`config.mk`:
```
export PLATFORM = sky130hd
export DESIGN_NAME = psram_probe_slave
export DESIGN_NICKNAME = d
export VERILOG_FILES = /design/src/rtl/psram_probe_pkg.sv /design/src/rtl/probe_seq.sv /design/src/rtl/probe_reg.sv /design/src/rtl/probe_drv.sv /design/src/rtl/psram_probe_slave.sv
export SDC_FILE = /design/constraint.sdc
export NUM_CORES = 1
export LEC_CHECK = 0
export BUFFER_PORTS_ARGS = -buffer_cell sky130_fd_sc_hd__buf_4
export CORE_MARGIN = 1
export CORE_UTILIZATION = 51
export CTS_BUF_LIST = sky130_fd_sc_hd__clkbuf_4
export DETAILED_ROUTE_END_ITERATION = 10
export PLACE_DENSITY = 0.81
export SYNTH_ARGS = -nofsm -noshare
export SYNTH_HDL_FRONTEND = slang
export SYNTH_SLANG_ARGS = --single-unit
export TNS_END_PERCENT = 1
```
`constraint.sdc`:
```
create_clock -name clk -period 1.8 [get_ports clk]
set_input_delay 0 -clock clk [delete_from_list [all_inputs] [get_ports clk]]
set_output_delay 0 -clock clk [all_outputs]
set_load 0.01 [all_outputs]
```
`src/rtl/psram_probe_pkg.sv`:
```
package psram_probe_pkg;

    // Access sequencing phases
    typedef enum logic [1:0] {
        PH_IDLE    = 2'd0,
        PH_LATENCY = 2'd1,
        PH_BEAT    = 2'd2
    } probe_phase_e;

    // Control captured at the start of an access
    typedef struct packed {
        logic is_write;
    } probe_ctl_t;

    // Counter width that can hold the value n
    function automatic int cnt_width(input int n);
        return (n < 2) ? 1 : $clog2(n + 1);
    endfunction

endpackage

```
`src/rtl/probe_seq.sv`:
```
module probe_seq
    import psram_probe_pkg::*;
#(
    parameter int LATENCY = 3
) (
    input  logic         clk,
    input  logic         rst,
    input  logic         cs_n,
    input  logic         adv_n,
    input  logic         we_n,
    output logic         start,
    output probe_phase_e phase,
    output probe_ctl_t   ctl
);
    localparam int CNT_W = cnt_width(LATENCY);
    localparam logic [CNT_W-1:0] LAST_WAIT = CNT_W'(LATENCY - 1);

    logic [CNT_W-1:0] cnt_q;

    assign start = (phase == PH_IDLE) && !cs_n && !adv_n;

    always_ff @(posedge clk) begin
        if (rst) begin
            phase        <= PH_IDLE;
            cnt_q        <= '0;
            ctl.is_write <= 1'b0;
        end else begin
            unique case (phase)
                PH_IDLE: begin
                    if (start) begin
                        ctl.is_write <= !we_n;
                        cnt_q        <= CNT_W'(1);
                        phase        <= (LATENCY <= 1) ? PH_BEAT : PH_LATENCY;
                    end
                end
                PH_LATENCY: begin
                    if (cnt_q == LAST_WAIT) begin
                        phase <= PH_BEAT;
                    end else begin
                        cnt_q <= cnt_q + CNT_W'(1);
                    end
                end
                PH_BEAT: phase <= PH_IDLE;
                default: phase <= PH_IDLE;
            endcase
        end
    end
endmodule

```
`src/rtl/probe_reg.sv`:
```
module probe_reg #(
    parameter int ADDR_W = 22,
    parameter int DATA_W = 32
) (
    input  logic              clk,
    input  logic              rst,
    input  logic              start,
    input  logic [ADDR_W-1:0] addr,
    input  logic              commit,
    input  logic [DATA_W-1:0] data_in,
    output logic [DATA_W-1:0] value
);
    logic [ADDR_W-1:0] addr_q;
    logic              addr_zero_q;
    logic [DATA_W-1:0] addr_ext;

    // Zero-extend the latched word address to the register width
    generate
        if (DATA_W > ADDR_W) begin : g_ext
            assign addr_ext = {{(DATA_W-ADDR_W){1'b0}}, addr_q};
        end else begin : g_trunc
            assign addr_ext = addr_q[DATA_W-1:0];
        end
    endgenerate

    always_ff @(posedge clk) begin
        if (rst) begin
            addr_q      <= '0;
            addr_zero_q <= 1'b0;
        end else if (start) begin
            addr_q      <= addr;
            addr_zero_q <= (addr == '0);
        end
    end

    always_ff @(posedge clk) begin
        if (rst) begin
            value <= '0;
        end else if (commit) begin
            value <= addr_zero_q ? data_in : addr_ext;
        end
    end
endmodule

```
`src/rtl/probe_drv.sv`:
```
module probe_drv
    import psram_probe_pkg::*;
#(
    parameter int DATA_W = 32
) (
    input  probe_phase_e      phase,
    input  probe_ctl_t        ctl,
    input  logic              oe_n,
    input  logic [DATA_W-1:0] value,
    output logic [DATA_W-1:0] data_out,
    output logic              data_oe,
    output logic              ready
);
    always_comb begin
        data_oe  = (phase == PH_BEAT) && !ctl.is_write && !oe_n;
        data_out = data_oe ? value : '0;
        ready    = (phase == PH_IDLE);
    end
endmodule

```
`src/rtl/psram_probe_slave.sv`:
```
module psram_probe_slave
    import psram_probe_pkg::*;
#(
    parameter int ADDR_W  = 22,
    parameter int DATA_W  = 32,
    parameter int LATENCY = 3
) (
    input  logic              clk,
    input  logic              rst,
    input  logic              bus_cs_n,
    input  logic              bus_adv_n,
    input  logic              bus_we_n,
    input  logic              bus_oe_n,
    input  logic [ADDR_W-1:0] bus_addr,
    input  logic [DATA_W-1:0] bus_data_in,
    output logic [DATA_W-1:0] bus_data_out,
    output logic              bus_data_oe,
    output logic              bus_ready
);
    logic              start;
    probe_phase_e      phase;
    probe_ctl_t        ctl;
    logic              commit;
    logic [DATA_W-1:0] value;

    probe_seq #(.LATENCY(LATENCY)) u_seq (
        .clk   (clk),
        .rst   (rst),
        .cs_n  (bus_cs_n),
        .adv_n (bus_adv_n),
        .we_n  (bus_we_n),
        .start (start),
        .phase (phase),
        .ctl   (ctl)
    );

    assign commit = (phase == PH_BEAT) && ctl.is_write;

    probe_reg #(.ADDR_W(ADDR_W), .DATA_W(DATA_W)) u_reg (
        .clk     (clk),
        .rst     (rst),
        .start   (start),
        .addr    (bus_addr),
        .commit  (commit),
        .data_in (bus_data_in),
        .value   (value)
    );

    probe_drv #(.DATA_W(DATA_W)) u_drv (
        .phase    (phase),
        .ctl      (ctl),
        .oe_n     (bus_oe_n),
        .value    (value),
        .data_out (bus_data_out),
        .data_oe  (bus_data_oe),
        .ready    (bus_ready)
    );
endmodule

```
==> impl_metrics.toml, run 1 <==
[cells_and_area]
fill_cells = 303
layout-drive-gt1-share_pct = 26.8
synthToLayoutAreaGrowth_pct = 54.5
area.sequential_um2 = 1200
n_antenna_cell = 0
multi_input_area_um2 = 1310
final_cells = 526
nNetsFinal = 515
final_area_um2 = 4110

[clock_network]
clk_latency_ns = 0.39
clk_pin_slew_ns = 0.11
clock-root-buffer = "clkbuf_4"
clk_path_buf_depth = 2
cts_inserted_buffers = 9
htree_levels = 3
clock_sinks = 60
cts_tree = "built"

[global_routing]
grt_pass1_wl_um = 11800
grt_max_degree = 62
grtUsageTotal_pct = 28.9
gr-total-overflow = 0
grt_pass1_vias = 2529
antenna_found_initial = 0

[hold_path]
hp-class = "in -> reg"
hold_start = "rst"

[sta]
finalHoldViolations = 0
final-max-slew-violation-count = 0
post-route-period-util_pct = 96.5
tightestPinTransition_ns = 0.606
period_needed_ns = 1.74
finClkSkew_ns = 0.00956
fmax_mhz = 576
fin_ws_ns = 0.0629
setup_viol_count_final = 0
worst_hold_slack_ns = 0.102
fin_setup_tns_ns = 0
max_slew_margin_pct = 59.6

[detailed_routing]
vias = 2666
wl_um = 7470
antenna_left = 0
drt_iter0_markers = 127
wl_per_cell_um = 14.2
dr.pass1.iters = 4
via_per_inst = 5.07
drc = 0

[yosys]
syn_area_per_cell_um2 = 8.57
synth_edf_count = 0
ys_ff_latch = 60
yosysWarnings = 0
synth-seq-area-share_pct = 45.2
synth_fp_nets = 371
syn_inst = 310
async_flop_share_pct = 0
synth_area_um2 = 2660
synth_ff_type = "dfxtp_1"
synth_cell_types = 29

[floorplanning]
die_w_um = 74.2
core_um2 = 4880
dieArea_um2 = 5500
ioPinCount = 94
rows = 25
die_h_um = 74.2
initial_utilization_pct = 54.4

[job]
maxCapViolations = 0

[critical_path]
cp-start-kind = "register"
cp_cell_sequence = "nor4_4, nand2_1, dlygate4sd3_1, a21oi_1"
cp_max_fo = 9
cpPeakStageDelay_ns = 0.60
arrival_ns = 2.07
crit_start = "u_seq.phase[1]"
crit_buf_inv = 1
worst_setup_path_end_kind = "register"
crit_family = "buffers and inverters"
critPathRequiredTime_ns = 2.13
cp_slowest_cell = "dlygate4sd3_1"
crit_type = "reg -> reg"
reg2reg_from = "u_seq.phase[1]"

[power_and_ir_drop]
p_leak_nw = 1.59
power_per_cell_area_nw_per_um2 = 638
ir_worst_vdd_uv = 509

[placement]
dpl_cell_area_um2 = 3370
gp_congestion = 0.836
placed_cells = 449
place_ws_ns = 0.280
io_buffers = 93
dp_hpwl_um = 4310

[status]
outcome = "finished, final reports clean"
## sequential cells by signal (all words and copies together) (netlist names)
| signal | count |
|---|---|
| u_reg.value | 32 |
| u_reg.addr_q | 22 |
| u_seq.cnt_q | 2 |
| u_seq.phase | 2 |
| u_reg.addr_zero_q | 1 |
| u_seq.ctl | 1 |
## final cells by class
cell class | instances | area share [%]
Clock buffer | 9 | 1.65
Clock inverter | 7 | 1.40
Sequential cell | 60 | 29.4
Timing Repair Buffer | 160 | 33.6
Inverter | 1 | 0.0914
Multi-Input combinational cell | 222 | 31.8
Tap cell | 67 | 2.04
## metrics by stage
stage          utilization [%]  total power [mW]
2_1_floorplan                -              1.51
3_3_place_gp              69.0              1.64
3_5_place_dp              69.0              1.64
4_1_cts                   83.9              2.61
5_1_grt                   84.1              2.73
6_report                  84.1              2.62
## logic make-up after synthesis
| group | synth area share (%) |
|---|---|
| and+or+nand+nor | 26.3 |
| DFF | 45.2 |
| AOI/OAI and AO/OA | 13.3 |
| buffers and inverters | 5.93 |
| muxes | 8.71 |
| adders and majority gates | 0.471 |
## cell usage in the layout, fill, tap and decap left out, drive strengths merged, types with 2 or more instances in the layout
cell type and count:
a211oi 24, a21oi 32, and2 32, buf 100, clkbuf 9, clkinv 6
dfxtp 60, dlygate4sd3 60, mux2i 22, nand2 54, nand3 11, nand3b 2
nor2 27, nor3 2, nor4 6
## report_power, final
group          switching [mW]  internal (mW)  leakage, nW
clock                   0.484          0.405       0.0743
combinational           0.131          0.214         1.02
sequential             0.0247           1.36        0.488
## cells in the mapped netlist, types with 2 or more instances
master / number / area share, %
mux2i_1: 22 / 8.3
buf_2: 9 / 1.7
clkbuf_1: 10 / 1.4
buf_4: 3 / 0.85
a211oi_1: 24 / 6.8
dfxtp_1: 60 / 45
nand2_1: 54 / 7.6
nor2_1: 27 / 3.8
nand3_1: 11 / 2.1
a21oi_1: 32 / 6.0
and2_1: 32 / 7.5
buf_6: 4 / 1.7
nor3_1: 2 / 0.38
nor4_1: 5 / 1.2
## path summary, 6_finish.rpt
| kind | end | slack [ns] | cells past startpoint |
|---|---|---|---|
| worst max-delay path | u_reg.addr_q[1] | 0.06 | 4 |
| worst min-delay path | u_reg.addr_q[1] | 0.10 | 2 |
| worst max register to register | u_reg.addr_q[1] | 0.06 | 4 |
| worst min register to register | u_reg.value[30] | 0.46 | 2 |
## layer usage
metal	routed length, µm	up-vias	GRT usage (%)
li1	-	1352	-
met3	430	10	5.28
met4	114	0	13.7
met5	0	-	0
met1	3120	1210	35.1
met2	3810	94	49.6
## repair_timing
item | CTS | global route
setup buffers | 0 | 1
hold buffers | 60 | 0
endpoints found under the hold margin | 56 | 0
gates cloned | 0 | 0
setup endpoints to repair | 3 | 35
gates resized for setup | 1 | 2
pin swaps | 0 | 1
## worst register-to-register path: cells and delay by family (launching register included)
| family | cells | cell delay [ns] |
|---|---|---|
| buf+inv | 1 | 0.60 |
| simple gates | 2 | 0.58 |
| compound gates | 1 | 0.12 |
| flops | 1 | 0.39 |
Power figures use the tool's default switching activity.
==> run 2, diff against run 1 <==
PLACE_DENSITY = 0.82   (was 0.81)
==> run 2 against run 1 <==
Effect of this change:
- maximum frequency grew 1.7%
- sequential share of layout area grew 0.32 points
- combinational power shrank 4%
- setup slack gained 0.030 ns
- first-iteration DRC count shrank 10%
- sequential power is essentially flat
- design area shrank 1.2%
==> impl_metrics.toml, run 2 (synthesis gave the netlist of run 1 again) <==
[status]
outcome = "finished, final reports clean"

[power_and_ir_drop]
total_power_mw = 2.64
power_per_cell_area_nw_per_um2 = 650
ir_worst_vdd_uv = 500
p_leak_nw = 1.57

[detailed_routing]
drc = 0
wl_um = 7270
via_per_inst = 5.03
dr.pass1.iters = 4
vias = 2615
wl_per_cell_um = 14.0
antenna_left = 0
drt_iter0_markers = 114

[placement]
gp_congestion = 0.830
io_buffers = 93
dp_hpwl_um = 4400
dpl_cell_area_um2 = 3370
placed_cells = 449

[floorplanning]
core_um2 = 4880
die_h_um = 74.2
ioPinCount = 94
die_w_um = 74.2
initial_utilization_pct = 54.4
rows = 25
dieArea_um2 = 5500

[clock_network]
clk_path_buf_depth = 2
cts_tree = "built"
clk_latency_ns = 0.40
clock_sinks = 60
cts_setup_buffers = 0
htree_levels = 3
clock-root-buffer = "clkbuf_4"
clk_pin_slew_ns = 0.10
cts_inserted_buffers = 9

[cells_and_area]
top_regs = "u_reg.value (32), u_reg.addr_q (22)"
nNetsFinal = 509
synthToLayoutAreaGrowth_pct = 52.7
largest_reg_flops = 32
fill_cells = 298
n_antenna_cell = 0
layout_commonest_cell = "buf_4"
largest-register = "u_reg.value"
layout-drive-gt1-share_pct = 27.2
final_cell_mix = "buf_4, dfxtp_1, dlygate4sd3_1"
final_cells = 520
final_area_um2 = 4060

[sta]
period_needed_ns = 1.71
finalHoldViolations = 0
final-max-slew-violation-count = 0
tightestPinTransition_ns = 0.589
post-route-period-util_pct = 94.9
finClkSkew_ns = 0.00945
max_slew_margin_pct = 60.7
fmax_mhz = 586
rsz0062_at_grt = "false"
setup_viol_count_final = 0
fin_setup_tns_ns = 0

[critical_path]
r2r_cells = 3
cp_max_fo = 33
arrival_ns = 1.71
critPathRequiredTime_ns = 1.80
crit_type = "reg -> out"
cp-start-kind = "register"
worst_setup_path_end_kind = "primary output"

[global_routing]
grtUsageTotal_pct = 28.3
grt_max_degree = 62
grt_pass1_wl_um = 11500
antenna_found_initial = 0
grt_pass1_vias = 2497
gr-total-overflow = 0

[hold_path]
hp-class = "in -> reg"
min_path_cells = 5

[job]
maxCapViolations = 0
## run 2: cell count changes in the layout (fill, tap and decap cells not counted)
cell           delta
buf_4             -1
clkbuf_4          +2
clkinv_1          -2
clkinv_2          -1
clkinvlp_4        +1
dfxtp_1           +1
dfxtp_2           -1
dlygate4sd3_1     -5
## run 2: repair_timing
item                       in CTS  in global routing
gates resized for setup         1                  1
hold endpoints to repair       56                  0
hold buffers                   55                  0
setup endpoints to repair      14                 32
## run 2: stage by stage
stage,util [%],worst slack [ns],hold WS (ns)
floorplan,-,0.371,0.0956
global placement,69.0,0.364,0.191
detailed placement,69.0,0.291,0.192
CTS,83.1,0.0460,0.0313
global route,83.1,0.00223,0.0449
finish,83.1,0.0927,0.0586
## run 2: where the power goes
group	switching, mW	internal [mW]	total, mW
Clock	0.476	0.448	0.924
Sequential	0.0239	1.36	1.38
Combinational	0.128	0.205	0.332
Total	0.628	2.01	2.64
## run 2: final cells by class
| cell class | instances | area, µm² | share of cell area, % |
|---|---|---|---|
| clock buffers | 11 | 82.6 | 2.04 |
| repair buffers | 154 | 1320 | 32.6 |
| well taps | 67 | 83.8 | 2.07 |
| multi-input cells | 222 | 1310 | 32.2 |
| clock inverters | 5 | 52.6 | 1.30 |
| flip-flops and latches | 60 | 1200 | 29.7 |
| inverters | 1 | 3.75 | 0.0925 |
## run 2: routing by layer
layer | up-vias | share of wire (%) | track usage [%]
met3 | 13 | 4.8 | 5.69
met2 | 85 | 51 | 49.9
met1 | 1171 | 42 | 32.8
met4 | 0 | 2.2 | 13.0
li1 | 1346 | - | -
met5 | - | 0 | 0
## run 2: worst max-delay path, stage by stage, from the launching register on
cell     delay [ns]
dfxtp_1        0.43
nor4b_4        0.31
buf_6          0.25
and2_1         0.19
buf_4          0.13
## run 2: final timing paths
check,end,slack (ns),startpoint
max,bus_data_out[15],0.09,u_seq.phase[0]
min,u_reg.addr_q[2],0.06,bus_adv_n
max reg2reg,u_seq.cnt_q[1],0.26,u_seq.phase[0]
min reg2reg,u_reg.value[27],0.45,u_reg.value[27]
